===== config.mk =====
export PLATFORM = sky130hd
export DESIGN_NAME = be_lane_unit
export DESIGN_NICKNAME = d
export VERILOG_FILES = /design/src/rtl/lslane_pkg.sv /design/src/rtl/lane_decode.sv /design/src/rtl/lane_align.sv /design/src/rtl/lane_store.sv /design/src/rtl/lane_load.sv /design/src/rtl/be_lane_unit.sv
export SDC_FILE = /design/constraint.sdc
export NUM_CORES = 1
export LEC_CHECK = 0
export ABC_CLOCK_PERIOD_IN_PS = 3750
export BUFFER_PORTS_ARGS = -buffer_cell sky130_fd_sc_hd__buf_2
export CAP_MARGIN = 10
export CORE_MARGIN = 2
export CORE_UTILIZATION = 25
export CTS_CLUSTER_SIZE = 20
export DETAILED_ROUTE_END_ITERATION = 8
export PLACE_DENSITY = 0.47
export SLEW_MARGIN = 20
export SYNTH_ARGS = -nofsm -noshare
export SYNTH_HDL_FRONTEND = slang
export SYNTH_HIERARCHICAL = 1
export SYNTH_SLANG_ARGS = --single-unit

===== constraint.sdc =====
create_clock -name clk -period 3.75 [get_ports clk]
set_input_delay 0.5625 -clock clk [delete_from_list [all_inputs] [get_ports clk]]
set_output_delay 0.5625 -clock clk [all_outputs]
set_load 0.05 [all_outputs]

===== src/rtl/lslane_pkg.sv =====
package lslane_pkg;
  localparam int unsigned WORD_W = 32;
  localparam int unsigned LANES  = WORD_W / 8;
  localparam int unsigned OFS_W  = $clog2(LANES);
  localparam int unsigned OPC_W  = 6;
  localparam int unsigned EXC_W  = 5;

  typedef enum logic [1:0] {
    SZ_NONE = 2'd0,
    SZ_BYTE = 2'd1,
    SZ_HALF = 2'd2,
    SZ_WORD = 2'd3
  } acc_size_t;

  localparam logic [OPC_W-1:0] OP_LD_BYTE_U = 6'h24;
  localparam logic [OPC_W-1:0] OP_LD_HALF_U = 6'h25;
  localparam logic [OPC_W-1:0] OP_LD_WORD   = 6'h23;
  localparam logic [OPC_W-1:0] OP_ST_BYTE   = 6'h28;
  localparam logic [OPC_W-1:0] OP_ST_HALF   = 6'h29;
  localparam logic [OPC_W-1:0] OP_ST_WORD   = 6'h2b;

  localparam logic [EXC_W-1:0] EXC_NONE     = 5'd0;
  localparam logic [EXC_W-1:0] EXC_LD_ALIGN = 5'd4;
  localparam logic [EXC_W-1:0] EXC_ST_ALIGN = 5'd5;
endpackage


===== src/rtl/lane_decode.sv =====
module lane_decode
  import lslane_pkg::*;
(
  input  logic             valid,
  input  logic [OPC_W-1:0] opcode,
  output acc_size_t        size,
  output logic             is_load,
  output logic             is_store
);
  always_comb begin
    size     = SZ_NONE;
    is_load  = 1'b0;
    is_store = 1'b0;
    if (valid) begin
      case (opcode)
        OP_LD_BYTE_U: begin size = SZ_BYTE; is_load  = 1'b1; end
        OP_LD_HALF_U: begin size = SZ_HALF; is_load  = 1'b1; end
        OP_LD_WORD:   begin size = SZ_WORD; is_load  = 1'b1; end
        OP_ST_BYTE:   begin size = SZ_BYTE; is_store = 1'b1; end
        OP_ST_HALF:   begin size = SZ_HALF; is_store = 1'b1; end
        OP_ST_WORD:   begin size = SZ_WORD; is_store = 1'b1; end
        default:      begin size = SZ_NONE; end
      endcase
    end
  end
endmodule


===== src/rtl/lane_align.sv =====
module lane_align
  import lslane_pkg::*;
(
  input  acc_size_t        size,
  input  logic [OFS_W-1:0] ofs,
  output logic             misaligned
);
  always_comb begin
    unique case (size)
      SZ_HALF: misaligned = ofs[0];
      SZ_WORD: misaligned = |ofs;
      default: misaligned = 1'b0;
    endcase
  end
endmodule


===== src/rtl/lane_store.sv =====
module lane_store
  import lslane_pkg::*;
(
  input  acc_size_t         size,
  input  logic [OFS_W-1:0]  ofs,
  input  logic [WORD_W-1:0] src,
  output logic [LANES-1:0]  be,
  output logic [WORD_W-1:0] wdata
);
  // Lane l carries big-endian byte position LANES-1-l.
  for (genvar l = 0; l < LANES; l++) begin : g_lane
    localparam logic [OFS_W-1:0] POS = OFS_W'(LANES - 1 - l);
    always_comb begin
      unique case (size)
        SZ_BYTE: begin
          be[l]          = (POS == ofs);
          wdata[l*8 +: 8] = src[7:0];
        end
        SZ_HALF: begin
          be[l]          = (POS[OFS_W-1:1] == ofs[OFS_W-1:1]);
          wdata[l*8 +: 8] = POS[0] ? src[7:0] : src[15:8];
        end
        SZ_WORD: begin
          be[l]          = 1'b1;
          wdata[l*8 +: 8] = src[l*8 +: 8];
        end
        default: begin
          be[l]          = 1'b0;
          wdata[l*8 +: 8] = 8'h00;
        end
      endcase
    end
  end
endmodule


===== src/rtl/lane_load.sv =====
module lane_load
  import lslane_pkg::*;
(
  input  acc_size_t         size,
  input  logic [OFS_W-1:0]  ofs,
  input  logic [WORD_W-1:0] rd,
  output logic [WORD_W-1:0] result
);
  logic [7:0]  byte_sel;
  logic [15:0] half_sel;

  always_comb begin
    byte_sel = 8'h00;
    for (int l = 0; l < LANES; l++) begin
      if (OFS_W'(LANES - 1 - l) == ofs) byte_sel = rd[l*8 +: 8];
    end
  end

  always_comb begin
    half_sel = 16'h0000;
    for (int h = 0; h < LANES / 2; h++) begin
      if ((OFS_W-1)'(LANES / 2 - 1 - h) == ofs[OFS_W-1:1]) half_sel = rd[h*16 +: 16];
    end
  end

  always_comb begin
    unique case (size)
      SZ_BYTE: result = {{(WORD_W-8){1'b0}}, byte_sel};
      SZ_HALF: result = {{(WORD_W-16){1'b0}}, half_sel};
      SZ_WORD: result = rd;
      default: result = '0;
    endcase
  end
endmodule


===== src/rtl/be_lane_unit.sv =====
module be_lane_unit
  import lslane_pkg::*;
(
  input  logic              clk,
  input  logic              rst,
  input  logic              req_valid,
  input  logic [OPC_W-1:0]  opcode,
  input  logic [OFS_W-1:0]  addr_lo,
  input  logic [WORD_W-1:0] st_src,
  input  logic [WORD_W-1:0] rd_word,
  output logic [LANES-1:0]  wr_be,
  output logic [WORD_W-1:0] wr_word,
  output logic [WORD_W-1:0] ld_result,
  output logic              ld_valid,
  output logic              ld_fault,
  output logic              st_fault,
  output logic [EXC_W-1:0]  exc_code
);
  acc_size_t         size;
  logic              is_load, is_store, misaligned;
  logic [LANES-1:0]  be_c;
  logic [WORD_W-1:0] wdata_c, ldres_c;
  logic              ld_ok, st_ok, ld_bad, st_bad;

  lane_decode u_dec (
    .valid(req_valid), .opcode(opcode),
    .size(size), .is_load(is_load), .is_store(is_store)
  );

  lane_align u_aln (.size(size), .ofs(addr_lo), .misaligned(misaligned));

  lane_store u_st (
    .size(size), .ofs(addr_lo), .src(st_src), .be(be_c), .wdata(wdata_c)
  );

  lane_load u_ld (.size(size), .ofs(addr_lo), .rd(rd_word), .result(ldres_c));

  assign ld_ok  = is_load  & ~misaligned;
  assign st_ok  = is_store & ~misaligned;
  assign ld_bad = is_load  &  misaligned;
  assign st_bad = is_store &  misaligned;

  always_ff @(posedge clk) begin
    if (rst) begin
      wr_be     <= '0;
      wr_word   <= '0;
      ld_result <= '0;
      ld_valid  <= 1'b0;
      ld_fault  <= 1'b0;
      st_fault  <= 1'b0;
      exc_code  <= EXC_NONE;
    end else begin
      wr_be     <= st_ok ? be_c    : '0;
      wr_word   <= st_ok ? wdata_c : '0;
      ld_result <= ld_ok ? ldres_c : '0;
      ld_valid  <= ld_ok;
      ld_fault  <= ld_bad;
      st_fault  <= st_bad;
      exc_code  <= ld_bad ? EXC_LD_ALIGN : (st_bad ? EXC_ST_ALIGN : EXC_NONE);
    end
  end
endmodule


# ---- Word level (Yosys, flattened, before mapping)
# Index checks and enable logic that the tools add are counted.
dict set report word_totals {
  ff_bits 76
  inputBits 75
  output_inout_bits 76
}
dict set report classes {
  n_eq_ne 12
  muxes 22
  bitwise 9
  reduce_logical 14
}
# cell count
set op_table {}
lappend op_table {{$pmux 32 s3} 1}
lappend op_table {{$eq 6x6->1 const B} 6}
lappend op_table {{$mux 8} 4}
lappend op_table {{$pmux 8 s2} 2}
lappend op_table {{$pmux 8 s3} 1}
lappend op_table {{$reduce_or 2->1} 9}
lappend op_table {{$mux 16} 1}
lappend op_table {{$pmux 1 s3} 4}
lappend op_table {{$reduce_or 3->1} 4}
lappend op_table {{$mux 3} 2}
lappend op_table {{$pmux 2 s3} 1}
lappend op_table {{$not 1->1} 5}
lappend op_table {{$and 1x1->1} 4}
lappend op_table {{$eq 2x2->1 const A} 2}
lappend op_table {{$eq 2x2->1 const B} 2}
lappend op_table {{$mux 1} 4}
lappend op_table {{$eq 1x2->1 const A} 1}
lappend op_table {{$eq 2x1->1 const B} 1}
lappend op_table {{$logic_not 2->1} 1}
lappend op_table {{$mux 2} 1}
lappend op_table {{$pmux 1 s2} 1}

# ---- Longest topological paths before layout
dict set report logic_depth {
  ltp_word 10
  mapped_depth 10
  depth_no_buf 8
}

# ---- Hierarchy
# The synthesis kept the hierarchy.
# mod n_inst cells_per_inst area_per_inst_um2
set by_module_without_submodules {}
lappend by_module_without_submodules {be_lane_unit 1 158 2028.2}
lappend by_module_without_submodules {lane_load 1 90 641.9}
lappend by_module_without_submodules {lane_store 1 91 569.3}
lappend by_module_without_submodules {lane_decode 1 12 88.8}
lappend by_module_without_submodules {lane_align 1 2 11.3}

# ---- Least setup slack after synthesis
# No wires, ideal clock.
dict set report synth_timing {
  kind {input port to flip-flop}
  startpoint {in opcode[2]}
  endpoint {reg wr_word[29]}
  setup_ns 0.115
  t_arrival_ns 2.182
  required_ns 3.635
  setup_slack_ns 1.453
  stages 10
  n_path_buf 2
  path_cell_list {xnor2_1 -> or3_1 -> a21oi_2 -> inv_1 -> ha_1 -> buf_6 -> buf_8 -> a222oi_1 -> nor2_1 -> and2_1}
}
dict set report synth_between {
  elab_cells_between_ends 23
}
# element line
set synth_rtl {}
lappend synth_rtl {{from (decl)} be_lane_unit.sv:7} ;# input logic [OPC_W-1:0] opcode,
lappend synth_rtl {{$eq 6x6->1} lane_decode.sv:15} ;# case (opcode)
lappend synth_rtl {{$reduce_or 2->1 (no line)} --}
lappend synth_rtl {{$pmux 2 s3 (*)} lane_decode.sv:15}
lappend synth_rtl {{$mux 2 (*)} lane_decode.sv:14} ;# if (valid) begin
lappend synth_rtl {{net size[0]} be_lane_unit.sv:19} ;# acc_size_t size;
lappend synth_rtl {{$eq 2x2->1 / $eq 2x1->1 (equally long branches)} lane_store.sv:14} ;# unique case (size)
lappend synth_rtl {{$pmux 8 s3 (*)} lane_store.sv:14}
lappend synth_rtl {{net wdata_c[29]} be_lane_unit.sv:22} ;# logic [WORD_W-1:0] wdata_c, ldres_c;
lappend synth_rtl {{to (signal assigned)} be_lane_unit.sv:54} ;# wr_word <= st_ok ? wdata_c : '0;
lappend synth_rtl {{to (decl)} be_lane_unit.sv:12} ;# output logic [WORD_W-1:0] wr_word,
# The timed path passes the listed nets; every way through them passes the cells marked *.
# A chain may end at the register's enable or synchronous reset.

# ---- Worst setup path after layout
dict set report layout_timing {
  startpoint {in opcode[2]}
  endpoint {reg wr_word[30]}
}
dict set report layout_between {
  elab_chain_cells 10
  elab_cells_between_ends 23
}
# element line
set layout_rtl {}
lappend layout_rtl {{$eq 6x6->1} lane_decode.sv:15}
lappend layout_rtl {{$reduce_or 2->1 (no line)} --}
lappend layout_rtl {{$pmux 2 s3 (*)} lane_decode.sv:15}
lappend layout_rtl {{$mux 2 (*)} lane_decode.sv:14}
lappend layout_rtl {{net size[0]} be_lane_unit.sv:19}
lappend layout_rtl {{$eq 2x2->1} lane_align.sv:9} ;# unique case (size)
lappend layout_rtl {{$pmux 1 s2 (*)} lane_align.sv:9}
lappend layout_rtl {{net misaligned} be_lane_unit.sv:20} ;# logic is_load, is_store, misaligned;
lappend layout_rtl {{$not 1->1 (*)} be_lane_unit.sv:39} ;# assign st_ok = is_store & ~misaligned;
lappend layout_rtl {{$and 1x1->1 (*)} be_lane_unit.sv:39}
lappend layout_rtl {{$not 1->1 (no line) (*)} --}
lappend layout_rtl {{$reduce_or 2->1 (no line) (*)} --}
# Marked as above.

==> summary.md <==
| Metric | Value |
|---|---|
| Drt initial violations | 186 |
| Synth cell types | 46 |
| Met1 wire length | around 4600 um |
| Share of cells above drive strength 1 | 35.6% |
| Endpoints failing setup | 0 |
| N_diodes | 0 |
| Postcts setup bufs | 0 |
| Initial antenna violation count | 0 |
| Worst EP required | 3.97 ns |
| WL met3 | 507 um |
| Total Routing Usage GR | 13.8% |
| Synth Warn # | 6 |
| # port buffers | 147 |
| Die Width | 120 um |
| H-tree Lvls | 3 |
| Vias per Instance | 4.43 |
| Setup TNS | 0 ns |
| Fraction of registers with async set/reset | 0% |
| Root buffer cell | clkbuf_16 |
| Crit. End Element | flop |
| Most frequent cell after synthesis | dfxtp_1 |
| Layout area overhead | 32.2% |
| GP Congestion | slightly above 0.8 |
| CP Launch Type | input port |
| #FFs+latches synth | 73 |
| TritonCTS clock tree | built |
| End point of the critical path | wr_word[30] |
| CTS-repair resized insts | 0 |
| Final min period | 2.50 ns |
| Number of flops mapped to enable cells by yosys | 0 |
| Vias in the first global route | 2796 |
| Avg Cell Area, Syn | between 9 and 10 um^2 |
| Status | complete, no violations |
| Post-route antenna net violation count | 0 |
| Final Hold Violating Endpoints | 0 |
| CTS max path bufs | 2 |
| Drt total wl | 10000 um |
| Leakage | 2.08 nW |
| Starting density of the core | 25.4% |
| Die area | 14300 um^2 |
| PD cells | 396 nW/um^2 |
| Top routing layer used | met4 |
| CP Max Fanout | 36 |
| RSZ-0062 raised after global routing | no |
| Die Span Y | approximately 120 um |
| Clock transition at path regs | 0.06 ns |
| Post-synth top area share | a little over two fifths |
| Cells after Synth | 353 |
| Post-DP HPWL | 7120 um |
| Crit path from | opcode[2] |
| Period utilization | 66.5% |
| Slew Limit Headroom | 32.9% |
| CORE AREA | 13100 um^2 |
| Dominant synthesized flop cell | dfxtp_1 |
| CTS sink count | 73 |
| DRC viols | 0 |
| Hold_sp | st_src[28] |
| Layout Nets | 567 |
| Register area share after synthesis | 43.8% |
| Max Clock Freq | around 0.40 GHz |
| Final Util | 33.6% |
| Arrival @ worst endpoint | 2.72 ns |
| WS Path Type | in2reg |
| Post-synth top cells | dfxtp_1 (73), and2_1 (70), nand2_1 (27) |
| WL/cell | 15.0 um |
| I/O pins | approximately 150 |
| Largest net degree at the start of global routing | 38 |
| Met2 WL | 4670 um |
| Max Cap Violations | 0 |
| First-pass GRT wire length | 15200 um |
| Worst-Margin Slew | 1.01 ns |
| Worst hold path class | in2reg |
| Max Slew Vio Count | 0 |
| Peak VDD IR | roughly 0.00019 V |
| Gr ovfl total | 0 |
| Std cell rows | 42 |
| Routed vias | 2956 |
| Main area contributors after synthesis | dfxtp_1 (44%), and2_1 (13%), mux4_1 (4.7%), a21oi_1 (3.1%), nand2_1 (3.0%) |
| 1st-pass router iterations | 5 |
| Hold_buf cts | 0 |
| CTS Buf Count | 9 |
| Leading area contributor after synthesis | dfxtp_1 |
| Synth Cell Area | 3340 um^2 |
## metrics by stage
| step | power (mW) | hold slack (ns) | cells | worst slack (ns) | area [um^2] |
|---|---|---|---|---|---|
| final | 1.75 | 0.571 | 668 | 1.25 | 4420 |
| after global routing | 1.82 | 0.572 | 668 | 1.04 | 4420 |
| after CTS | 1.78 | 0.557 | 668 | 1.27 | 4420 |
| after detailed placement | 0.924 | 0.908 | 652 | 0.922 | 4130 |
| after global placement | 0.923 | 0.908 | 652 | 1.04 | 4130 |
| after floorplan | 0.863 | 0.742 | 355 | 1.45 | 3350 |
## metal layers
metal	GRT usage [%]	vias up
met1	18.1	1375
met5	0	-
met3	3.33	21
li1	-	1470
met2	21.2	90
met4	6.84	0
## layout make-up
class                      count  area, um^2
clock buffer                  10         229
fill                        1441        8720
sequential                    73        1460
multi-input combinational    249        1670
inverter                       2        7.51
timing repair buffer         152         773
tap                          176         220
clock inverter                 6        58.8
## registers in the layout (all words and copies together) (netlist names)
signal	flops
ld_result	32
wr_word	32
wr_be	4
exc_code	2
ld_fault	1
ld_valid	1
st_fault	1
## layout by cell type (no fill, tap or decap), types with 2 or more instances in the layout
cell	Yosys	routed
ha_1	5	5
conb_1	1	3
mux4_1	6	6
nand2_1	27	27
nor2b_1	12	12
clkinv_2	0	4
o22ai_1	7	7
and2_1	70	70
a22oi_1	12	12
o21ai_1	5	5
a21oi_1	21	21
mux2i_1	2	2
dfxtp_1	73	73
nor2_1	23	23
buf_2	7	147
and3_1	16	16
nor3b_2	1	2
clkbuf_16	0	9
buf_4	5	5
o21ai_0	4	4
nand3b_1	2	2
a21boi_0	8	8
inv_1	2	2
a211oi_1	2	2
a222oi_1	5	5
## power by group
part / total [mW] / switching [mW] / internal (mW)
combinational: 0.132 / 0.0738 / 0.0584
sequential: 0.776 / 0.0000554 / 0.776
clock: 0.839 / 0.327 / 0.511
total: 1.75 / 0.401 / 1.35
## worst min-delay path by stage
stage	end	cells after the start
after floorplan	exc_code[2]	2
after global placement	wr_word[27]	4
after detailed placement	wr_word[22]	4
after CTS	wr_word[27]	4
after global routing	wr_word[22]	4
final	wr_word[28]	4
## cell families after synthesis
logic type | Yosys count | synth area share, %
other | 1 | 0.112
AOI/OAI and AO/OA | 70 | 13.8
xor gates and xnor gates | 2 | 0.525
and+or+nand+nor | 160 | 27.2
muxes | 9 | 5.99
adders and majority gates | 5 | 1.87
DFF | 73 | 43.8
buffers and inverters | 33 | 6.74
## critical path: stages
cell	delay, ns
buf_2	0.13
xnor2_1	0.12
or3_1	0.32
a21oi_2	0.24
buf_4	0.34
a21oi_1	0.12
nor2b_1	0.36
nor3b_4	0.08
buf_4	0.23
and2_1	0.21
Note: power is estimated with default switching activity, not from simulation.
